<file path="config.mk">
export PLATFORM = sky130hd
export DESIGN_NAME = dcache_mode_ctrl
export DESIGN_NICKNAME = d
export VERILOG_FILES = /design/src/rtl/dcache_mode_pkg.sv /design/src/rtl/dcache_mode_ctl.sv /design/src/rtl/dcache_mode_route.sv /design/src/rtl/dcache_mode_ctrl.sv
export SDC_FILE = /design/constraint.sdc
export NUM_CORES = 1
export LEC_CHECK = 0
export BUFFER_PORTS_ARGS = -buffer_cell sky130_fd_sc_hd__clkbuf_2
export CORE_AREA = 4 4 41 43
export DETAILED_ROUTE_END_ITERATION = 6
export DIE_AREA = 0 0 45 47
export PLACE_DENSITY = 0.8
export SLEW_MARGIN = 25
export SYNTH_ARGS = -nofsm -noshare
export SYNTH_HDL_FRONTEND = slang
export SYNTH_HIERARCHICAL = 1
export SYNTH_SLANG_ARGS = --single-unit
</file>
<file path="constraint.sdc">
create_clock -name clk -period 1.31 [get_ports clk]
set_input_delay 0.0655 -clock clk [delete_from_list [all_inputs] [get_ports clk]]
set_output_delay 0.0655 -clock clk [all_outputs]
set_load 0.01 [all_outputs]
</file>
<file path="src/rtl/dcache_mode_pkg.sv">
package dcache_mode_pkg;
  localparam int CFG_W     = 4;
  localparam int BIT_EN    = 0;
  localparam int BIT_LOCK  = 1;
  localparam int BIT_FLASH = 2;
  localparam int BIT_BCAST = 3;
  localparam int ROUTE_W   = 2;

  typedef enum logic [ROUTE_W-1:0] {
    ROUTE_NONE   = 2'd0,
    ROUTE_CACHE  = 2'd1,
    ROUTE_FILL   = 2'd2,
    ROUTE_SINGLE = 2'd3
  } route_e;

  // strobes from the control half to the routing half
  typedef struct packed {
    logic cacheOn;
    logic noAlloc;
    logic snoopOn;
  } modeStrobe_t;
endpackage

</file>
<file path="src/rtl/dcache_mode_ctl.sv">
module dcache_mode_ctl
  import dcache_mode_pkg::*;
(
  input  logic             clk,
  input  logic             rstHardN,
  input  logic             softRst,
  input  logic             cfgWe,
  input  logic [CFG_W-1:0] cfgWdata,
  input  logic             reqValid,
  input  logic             reqDone,
  output logic [CFG_W-1:0] cfgRdata,
  output logic             flashInv,
  output logic             broadcastOn,
  output modeStrobe_t      strobe
);
  logic enQ, lockQ, flashQ, bcastQ;
  logic pendQ, pendEnQ, pendLockQ;
  logic inFlightQ, flashPulseQ;
  logic busyNow;

  assign busyNow = reqValid | inFlightQ;

  always_ff @(posedge clk or negedge rstHardN) begin
    if (!rstHardN) begin
      enQ <= 1'b0; lockQ <= 1'b0; flashQ <= 1'b0; bcastQ <= 1'b0;
      pendQ <= 1'b0; pendEnQ <= 1'b0; pendLockQ <= 1'b0;
      inFlightQ <= 1'b0;
      flashPulseQ <= 1'b1;            // power-up / hard reset invalidate
    end else if (softRst) begin
      enQ <= 1'b0; lockQ <= 1'b0; flashQ <= 1'b0; bcastQ <= 1'b0;
      pendQ <= 1'b0; pendEnQ <= 1'b0; pendLockQ <= 1'b0;
      inFlightQ <= 1'b0;
      flashPulseQ <= 1'b0;            // tags kept on soft reset
    end else begin
      inFlightQ   <= (inFlightQ | reqValid) & ~reqDone;
      flashPulseQ <= cfgWe & cfgWdata[BIT_FLASH] & ~flashQ;

      if (cfgWe) begin
        flashQ <= cfgWdata[BIT_FLASH];
        bcastQ <= cfgWdata[BIT_BCAST];
      end else if (flashQ && enQ) begin
        flashQ <= 1'b0;
      end

      if (cfgWe && !busyNow) begin
        enQ   <= cfgWdata[BIT_EN];
        lockQ <= cfgWdata[BIT_LOCK];
        pendQ <= 1'b0;
      end else if (cfgWe) begin
        pendQ     <= 1'b1;
        pendEnQ   <= cfgWdata[BIT_EN];
        pendLockQ <= cfgWdata[BIT_LOCK];
      end else if (pendQ && !busyNow) begin
        enQ   <= pendEnQ;
        lockQ <= pendLockQ;
        pendQ <= 1'b0;
      end
    end
  end

  always_comb begin
    cfgRdata            = '0;
    cfgRdata[BIT_EN]    = enQ;
    cfgRdata[BIT_LOCK]  = lockQ;
    cfgRdata[BIT_FLASH] = flashQ;
    cfgRdata[BIT_BCAST] = bcastQ;
  end

  assign flashInv       = flashPulseQ;
  assign broadcastOn    = bcastQ;
  assign strobe.cacheOn = enQ;
  assign strobe.noAlloc = lockQ;
  assign strobe.snoopOn = enQ;
endmodule

</file>
<file path="src/rtl/dcache_mode_route.sv">
module dcache_mode_route
  import dcache_mode_pkg::*;
(
  input  modeStrobe_t        strobe,
  input  logic               reqValid,
  input  logic               reqHit,
  input  logic               reqInhibit,
  input  logic               snoopValid,
  input  logic               snoopHit,
  output logic [ROUTE_W-1:0] route,
  output logic               cacheInhibit,
  output logic               snoopEn,
  output logic               snoopInval
);
  route_e routeSel;

  always_comb begin
    routeSel = ROUTE_NONE;
    if (reqValid) begin
      if (!strobe.cacheOn || reqInhibit) routeSel = ROUTE_SINGLE;
      else if (reqHit)                   routeSel = ROUTE_CACHE;
      else if (strobe.noAlloc)           routeSel = ROUTE_SINGLE;
      else                               routeSel = ROUTE_FILL;
    end
  end

  assign route        = routeSel;
  assign cacheInhibit = reqInhibit;
  assign snoopEn      = strobe.snoopOn;
  assign snoopInval   = snoopValid & snoopHit & strobe.snoopOn;
endmodule

</file>
<file path="src/rtl/dcache_mode_ctrl.sv">
module dcache_mode_ctrl
  import dcache_mode_pkg::*;
(
  input  logic               clk,
  input  logic               rstHardN,
  input  logic               softRst,
  input  logic               cfgWe,
  input  logic [CFG_W-1:0]   cfgWdata,
  output logic [CFG_W-1:0]   cfgRdata,
  input  logic               reqValid,
  input  logic               reqHit,
  input  logic               reqInhibit,
  input  logic               reqDone,
  output logic [ROUTE_W-1:0] route,
  output logic               cacheInhibit,
  input  logic               snoopValid,
  input  logic               snoopHit,
  output logic               snoopEn,
  output logic               snoopInval,
  output logic               flashInv,
  output logic               broadcastOn
);
  modeStrobe_t strobe;

  dcache_mode_ctl i_ctl (
    .clk(clk), .rstHardN(rstHardN), .softRst(softRst),
    .cfgWe(cfgWe), .cfgWdata(cfgWdata),
    .reqValid(reqValid), .reqDone(reqDone),
    .cfgRdata(cfgRdata), .flashInv(flashInv),
    .broadcastOn(broadcastOn), .strobe(strobe)
  );

  dcache_mode_route i_route (
    .strobe(strobe), .reqValid(reqValid), .reqHit(reqHit),
    .reqInhibit(reqInhibit), .snoopValid(snoopValid), .snoopHit(snoopHit),
    .route(route), .cacheInhibit(cacheInhibit),
    .snoopEn(snoopEn), .snoopInval(snoopInval)
  );
endmodule

</file>
==> results.cfg, run 1 <==
[clocking]
insertion_delay_ps = 250
clockBufferDepth = 2
cts_sinks = 9
htreeDepth = 1
cts_root_buf = clkbuf_4
cts_made_buffers = 3
clkTransAtPathRegs_ps = 60
tritoncts = done

[worst_setup_path]
cp_data_required_time_ps = 1240
crit_type = reg -> out
cp_max_fo = 6
critPathLaunchType = flop
worst_setup_path_end_kind = output pin
cp.arrival_ps = 1160
r2r_slack_ps = 180

[power]
swShare_pct = 25.3
vdd_drop_max_mv = 0.511
p_comb_share_pct = 16.8
seqPwrFrac_pct = 49.1
p_switching_uw = 156
p_leak_uw = 0.000321
powerDensity_mw_per_mm2 = 1020
internal-power_uw = 462
power_frac_clock_pct = 34.1

[synth]
synth.top_cell.area_share_pct = 39.6
ys_types = 21
synth-seq-cells = 9
synth_warnings = 6
synth-edff-count = 0
netlist_instances = 49
yosys-top-cells-count = buf_4, dfrtp_1, nor2_1
syn_avg_cell_area_um2 = 10.3
post-synth-top-count-cell = buf_4
yosysTopAreaCell = dfrtp_1
synth_fp_nets = 63
synth_ff_type = dfrtp_1
ys_top_cells_by_area = dfrtp_1, buf_4, mux2i_1
synthArstFlopShare_pct = 100
synthesis.area_um2 = 505
yosysSeqAreaShare_pct = 44.8

[cells_and_area]
area_growth_pct = 20.0
drive_gt1_share_pct = 45.6
diodes = 0
fin_nets = 83
utilization_pct = 46.6

[global_routing]
antenna_found_initial = 0
grt_usage_pct = 10.8
grt_pass1_vias = 390
grt_max_degree = 11
grt_pass1_wl_um = 1560
grt.overflow.total = 0

[timing]
max_freq_mhz = 818
finalSetupViolations = 0
skew_ps = 1.04
final-hold-violation-count = 0
relSlewSlack_pct = 76.0
tightest_slew_ps = 356
rsz0062_at_grt = no
layout_setup_ws_ps = 87.7
setup_tns_ps = 0
timing.final.crit_period_ps = 1220
maxSlewViolCount = 0
finalCritPeriodShare_pct = 93.3

[drt]
drt-wirelength-per-cell_um = 11.9
drc = 0
first_pass_iters = 4
drt_iter0_markers = 9
vias = 409
routed_via_density = 4.93
antenna_left = 0
drt_wl_total_um = 984

[die]
die-area_mm2 = 0.00212
ios = 25
die_h_um = 47
core_area_mm2 = 0.00130
die_width_um = 45
start_util_pct = 38.8
fp-row-count = 13

[run]
cap_viol_max_count = 0

[placed_design]
place_congestion = 0.850
dp_slack_ps = 182
port_buffers = 24

[hold_path]
worst_hold_path_type = in -> reg

[run_status]
status = completed
logic make-up after synthesis:
kind of cell / synth area share (%)
flops: 44.8
compound gates: 11.6
buf+inv: 18.8
mux: 5.94
simple gates: 18.8
layer usage:
layer  vias up  wire length [µm]  global-route usage (%)
li1        201                 -                       -
met1       187               407                    11.3
met2        21               466                    17.5
met3         0               110                    3.83
met4         0                 0                    8.77
met5         -                 0                       0
flip-flops by register name, indices dropped and copies added (netlist names):
signal and flops:
i_ctl/pendLockQ 1, i_ctl/enQ 1, i_ctl/pendEnQ 1, i_ctl/pendQ 1, i_ctl/broadcastOn 1, i_ctl/flashInv 1
i_ctl/flashQ 1, i_ctl/inFlightQ 1, i_ctl/lockQ 1
through the flow:
step | std cells | instance area, µm² | hold slack, ps | total power [µW]
global route | 83 | 607 | 80.9 | 657
detailed placement | 77 | 561 | -64.7 | 409
global placement | 77 | 561 | -68.1 | 407
finish | 83 | 607 | 59.6 | 619
floorplan | 49 | 505 | -230 | 382
CTS | 83 | 607 | 52.4 | 632
cells in the final DEF, fill, tap and decap left out, drive strengths merged, types with 2 or more instances in the layout:
cell	Yosys	routed
clkbuf	0	28
dfrtp	8	8
nor2	6	6
nor3	3	3
mux2i	3	3
inv	3	3
dlygate4sd3	0	2
a22oi	2	2
o32ai	2	2
power groups by stage:
stage	clock, µW	sequential [µW]	combinational (µW)
after global placement	0	308	98.8
final	211	304	104
after global routing	235	305	117
after CTS	222	304	106
after detailed placement	0	309	101
after floorplan	0	307	74.6
final cells by class:
| cell class | instances | area [µm²] |
|---|---|---|
| multi-input cells | 26 | 184 |
| well taps | 15 | 18.8 |
| clock buffers | 4 | 26.3 |
| inverters | 3 | 11.3 |
| flip-flops and latches | 9 | 226 |
| repair buffers | 26 | 140 |
| fillers | 138 | 694 |
critical path, cell delays in order, from the launching register on:
cell      delay, ps
dfrtp_1         470
nand2b_4         70
o31a_1          240
clkbuf_2        130
repair_timing:
action	4_1_cts	5_1_grt
gates resized for setup	0	0
setup endpoints to repair	0	0
buffers inserted	0	0
hold buffers	2	0
hold endpoints to repair	10	0
path summary, 6_finish.rpt:
kind	from	end	cells past startpoint
max	i_ctl/enQ	route[0]	3
min in group asynchronous	rstHardN	i_ctl/pendLockQ	2
max in group asynchronous	rstHardN	i_ctl/flashInv	2
min reg2reg	i_ctl/pendEnQ	i_ctl/pendEnQ	2
max reg2reg	i_ctl/inFlightQ	i_ctl/pendEnQ	3
min	cfgWdata[3]	i_ctl/broadcastOn	3
(Power assumes the default switching activity.)
==> run 2: changes to the inputs <==
--- a/config.mk
+++ b/config.mk
@@ -6,6 +6,7 @@
 export NUM_CORES = 1
 export LEC_CHECK = 0
 export BUFFER_PORTS_ARGS = -buffer_cell sky130_fd_sc_hd__clkbuf_2
+export CAP_MARGIN = 10
 export CORE_AREA = 4 4 41 43
 export DETAILED_ROUTE_END_ITERATION = 6
 export DIE_AREA = 0 0 45 47
==> constraint.sdc (replaced) <==
create_clock -name clk -period 1.3 [get_ports clk]
set_input_delay 0.065 -clock clk [delete_from_list [all_inputs] [get_ports clk]]
set_output_delay 0.065 -clock clk [all_outputs]
set_load 0.01 [all_outputs]
==> run 2 against run 1 <==
  * Critical path depth unchanged
  * Wire length is 3.5% lower
  * Combinational power hardly changed
  * Worst hold slack gained 4.0 ps
  * Cell area stayed put
  * Worst setup slack worse by 4.0 ps
  * Largest cell class unchanged
  * Utilization did not move
  * Sequential cell count is the same
==> results.cfg, run 2 (synthesized netlist as in run 1, its figures left out) <==
[global_routing]
antenna_found_initial = 0
grt_usage_pct = 10.7
grt_pass1_wl_um = 1550
grt.overflow.total = 0
grt_pass1_vias = 386
grt_max_degree = 11

[cells_and_area]
drive_gt1_share_pct = 45.6
mostFrequentLayoutCells = clkbuf_2, dfrtp_1, nor2_1
layout_commonest_cell = clkbuf_2
fill_cells = 134
diodes = 0
layout.cells.non_filler = 83
fin_area_um2 = 607
seq_area_um2 = 226
area_growth_pct = 20.0
fin_nets = 83
multi_input_area_um2 = 184

[worst_setup_path]
cp_data_required_time_ps = 1240
timing.critical_path.from = i_ctl/enQ
cp_max_fo = 6
endpoint = route[0]
critPathLaunchType = flop
cp.arrival_ps = 1150
worst_setup_path_end_kind = output pin
r2r-start = i_ctl/inFlightQ
r2r_end = i_ctl/pendEnQ
reg2reg_depth = 3
r2r_slack_ps = 170
crit_type = reg -> out

[run_status]
status = completed

[timing]
finalCritPeriodShare_pct = 93.6
skew_ps = 2.80
maxSlewViolCount = 0
final-hold-violation-count = 0
relSlewSlack_pct = 76.4
setup_tns_ps = 0
finalSetupViolations = 0
rsz0062_at_grt = no
timing.final.crit_period_ps = 1220
tightest_slew_ps = 350
max_freq_mhz = 822

[drt]
first_pass_iters = 2
routed_via_density = 4.88
antenna_left = 0
drt_iter0_markers = 9
drt-wirelength-per-cell_um = 11.4
vias = 405
drc = 0
drt_wl_total_um = 950

[clocking]
insertion_delay_ps = 250
tritoncts = done
clockBufferDepth = 2
htreeDepth = 1
cts_root_buf = clkbuf_4
cts_made_buffers = 3
cts_sinks = 9
clkTransAtPathRegs_ps = 60

[die]
die_width_um = 45
fp-row-count = 13
die-area_mm2 = 0.00212
die_h_um = 47
ios = 25
core_area_mm2 = 0.00130
start_util_pct = 38.8

[placed_design]
placed_area_um2 = 561
place_congestion = 0.850
dp_cells = 77
port_buffers = 24

[power]
p_leak_uw = 0.000321
vdd_drop_max_mv = 0.505
powerDensity_mw_per_mm2 = 1020

[hold_path]
worst_hold_path_type = in -> reg
worstHoldPathCells = 3

[run]
cap_viol_max_count = 0
## run 2: cell counts in the layout (fill, tap and decap cells not counted)
No cell type changed its count.
## run 2: routing by layer
| metal | routed length, µm | global-route usage (%) |
|---|---|---|
| met5 | 0 | 0 |
| met4 | 0 | 8.77 |
| met3 | 100 | 3.83 |
| met2 | 459 | 16.9 |
| met1 | 389 | 11.5 |
## run 2: final cells by class
cell class,count,area share [%]
repair buffers,26,23.1
multi-input cells,26,30.3
inverters,3,1.86
well taps,15,3.09
flip-flops and latches,9,37.3
clock buffers,4,4.33
## run 2: repair_timing
item | CTS | global route
hold buffers | 2 | 0
resized for setup | 0 | 0
endpoints found under the hold margin | 10 | 0
setup buffers | 0 | 0
endpoints found under the setup margin | 0 | 0
## run 2: worst max-delay path, stage by stage, from the launching register on
cell and delay, ps:
dfrtp_1 470, nand2b_4 70, o31a_1 230, clkbuf_2 130
## run 2: report_power, final
part	internal, µW	switching (µW)
clock network	118	91.6
registers	295	10.8
logic	52.4	52.2
total	465	155
## run 2: worst min-delay path by stage
stage                              to  slack (ps)   startpoint
floorplan           i_ctl/broadcastOn        -230     rstHardN
global placement      i_ctl/inFlightQ         -70     rstHardN
detailed placement    i_ctl/inFlightQ         -70     rstHardN
CTS                      i_ctl/flashQ          50  cfgWdata[2]
global route             i_ctl/flashQ          80  cfgWdata[2]
finish                   i_ctl/flashQ          60  cfgWdata[2]
## run 2: through the flow
step	setup WS, ps	util, %	hold WS, ps	power [µW]
floorplan	265	-	-231	384
global placement	230	43.1	-68.6	410
detailed placement	172	43.1	-66.8	413
CTS	53.1	46.6	52.4	636
global route	22.3	46.6	80.8	662
finish	83.8	46.6	63.5	620
==> run 3: changes to the inputs <==
==> constraint.sdc (replaced) <==
create_clock -name clk -period 1.55 [get_ports clk]
set_input_delay 0.0775 -clock clk [delete_from_list [all_inputs] [get_ports clk]]
set_output_delay 0.0775 -clock clk [all_outputs]
set_load 0.01 [all_outputs]
==> run 3 against run 2 <==
  * Sequential share of layout area unchanged
  * Sequential power down 16%
  * Combinational power down 17%
  * Critical path depth unchanged
  * Die area unchanged
  * Via count up 1.2%
  * Non-clock buffer count unchanged
  * Clock skew down 1.8 ps
  * Largest power group unchanged
  * Highest routed layer unchanged
==> results.cfg, run 3 (synthesized netlist as in run 1, its figures left out) <==
[run_status]
status = completed

[worst_setup_path]
worst_setup_path_end_kind = output pin
cpPeakStageDelay_ps = 470
crit_path_cell_trace = nand2b_4 > o31a_1 > clkbuf_2
crit_type = reg -> out
cp_data_required_time_ps = 1470
critPathLaunchType = flop
cp.arrival_ps = 1160
timing.critical_path.from = i_ctl/enQ
cpMaxStageDelayCell = dfrtp_1
r2r-start = i_ctl/inFlightQ
cp_max_fo = 6

[global_routing]
grt_max_degree = 11
antenna_found_initial = 0
grt_pass1_vias = 370
grt_usage_pct = 10.5
grt.overflow.total = 0
grt_pass1_wl_um = 1500

[clocking]
cts_resized = 0
tritoncts = done
insertion_delay_ps = 260
cts_root_buf = clkbuf_4
clockBufferDepth = 2
htreeDepth = 1
cts_sinks = 9
clkTransAtPathRegs_ps = 60
cts_made_buffers = 3

[hold_path]
min_from = cfgWdata[3]
worst_hold_path_type = in -> reg

[run]
cap_viol_max_count = 0

[die]
ios = 25
core_area_mm2 = 0.00130
die_h_um = 47
die_width_um = 45
die-area_mm2 = 0.00212
start_util_pct = 38.8
fp-row-count = 13

[placed_design]
port_buffers = 24
place_congestion = 0.849
dp_cells = 77

[cells_and_area]
mostFrequentLayoutCells = clkbuf_2, dfrtp_1, nor2_1
seq_area_um2 = 226
multi_input_area_um2 = 184
layout_commonest_cell = clkbuf_2
diodes = 0
area_growth_pct = 20.0
fin_nets = 83
layout.cells.non_filler = 83
drive_gt1_share_pct = 45.6
fill_cells = 129
utilization_pct = 46.6

[timing]
final-hold-violation-count = 0
max_freq_mhz = 811
maxSlewViolCount = 0
finalSetupViolations = 0
rsz0062_at_grt = no
tightest_slew_ps = 354
setup_tns_ps = 0
relSlewSlack_pct = 76.2
timing.final.crit_period_ps = 1230
skew_ps = 0.955
finalCritPeriodShare_pct = 79.6

[drt]
drt_iter0_markers = 9
drc = 0
vias = 410
drt-wirelength-per-cell_um = 11.6
routed_via_density = 4.94
antenna_left = 0
first_pass_iters = 4
drt_wl_total_um = 959

[power]
vdd_drop_max_mv = 0.432
powerDensity_mw_per_mm2 = 861
p_leak_uw = 0.000321
==> run 3: routing by layer <==
layer	wire length, µm	part of all wire [%]	global-route usage [%]
met4	0	0	8.77
met1	406	42	11.1
met5	0	0	0
met3	105	11	3.45
met2	448	47	16.9
==> run 3: worst paths after layout <==
| check | to | slack (ps) | cells after the start |
|---|---|---|---|
| worst max-delay path | route[0] | 320 | 3 |
| worst max register to register | i_ctl/pendEnQ | 440 | 3 |
| worst min-delay path | i_ctl/broadcastOn | 70 | 3 |
| min in group asynchronous | i_ctl/pendLockQ | 200 | 2 |
| worst min register to register | i_ctl/pendEnQ | 530 | 2 |
| max in group asynchronous | i_ctl/flashInv | 1090 | 2 |
==> run 3: power by group <==
group	internal [µW]	switching (µW)
registers	248	9.25
clock network	99.1	79.3
logic	44.0	43.6
total	391	132
==> run 3: worst max-delay path, delay by kind of cell, from the launching register on <==
family	cells	cell delay (ps)
flops	1	470
compound gates	1	230
buf+inv	1	130
simple gates	1	70
==> run 3: layout make-up <==
class | instances | share of cell area, %
multi-input cells | 26 | 30.3
repair buffers | 26 | 23.1
well taps | 15 | 3.09
inverters | 3 | 1.86
clock buffers | 4 | 4.33
flip-flops and latches | 9 | 37.3
==> run 3: repair_timing <==
| item | in CTS | in global routing |
|---|---|---|
| hold buffers | 2 | 0 |
| hold endpoints to repair | 10 | 0 |
| setup buffers | 0 | 0 |
==> run 3: metrics by stage <==
step | power [µW] | area, µm² | worst slack [ps] | hold WS (ps)
2_1_floorplan | 322 | 505 | 515 | -218
3_3_place_gp | 344 | 561 | 481 | -56.1
3_5_place_dp | 346 | 561 | 437 | -54.1
4_1_cts | 534 | 607 | 291 | 64.4
5_1_grt | 555 | 607 | 259 | 84.8
6_report | 523 | 607 | 316 | 71.4
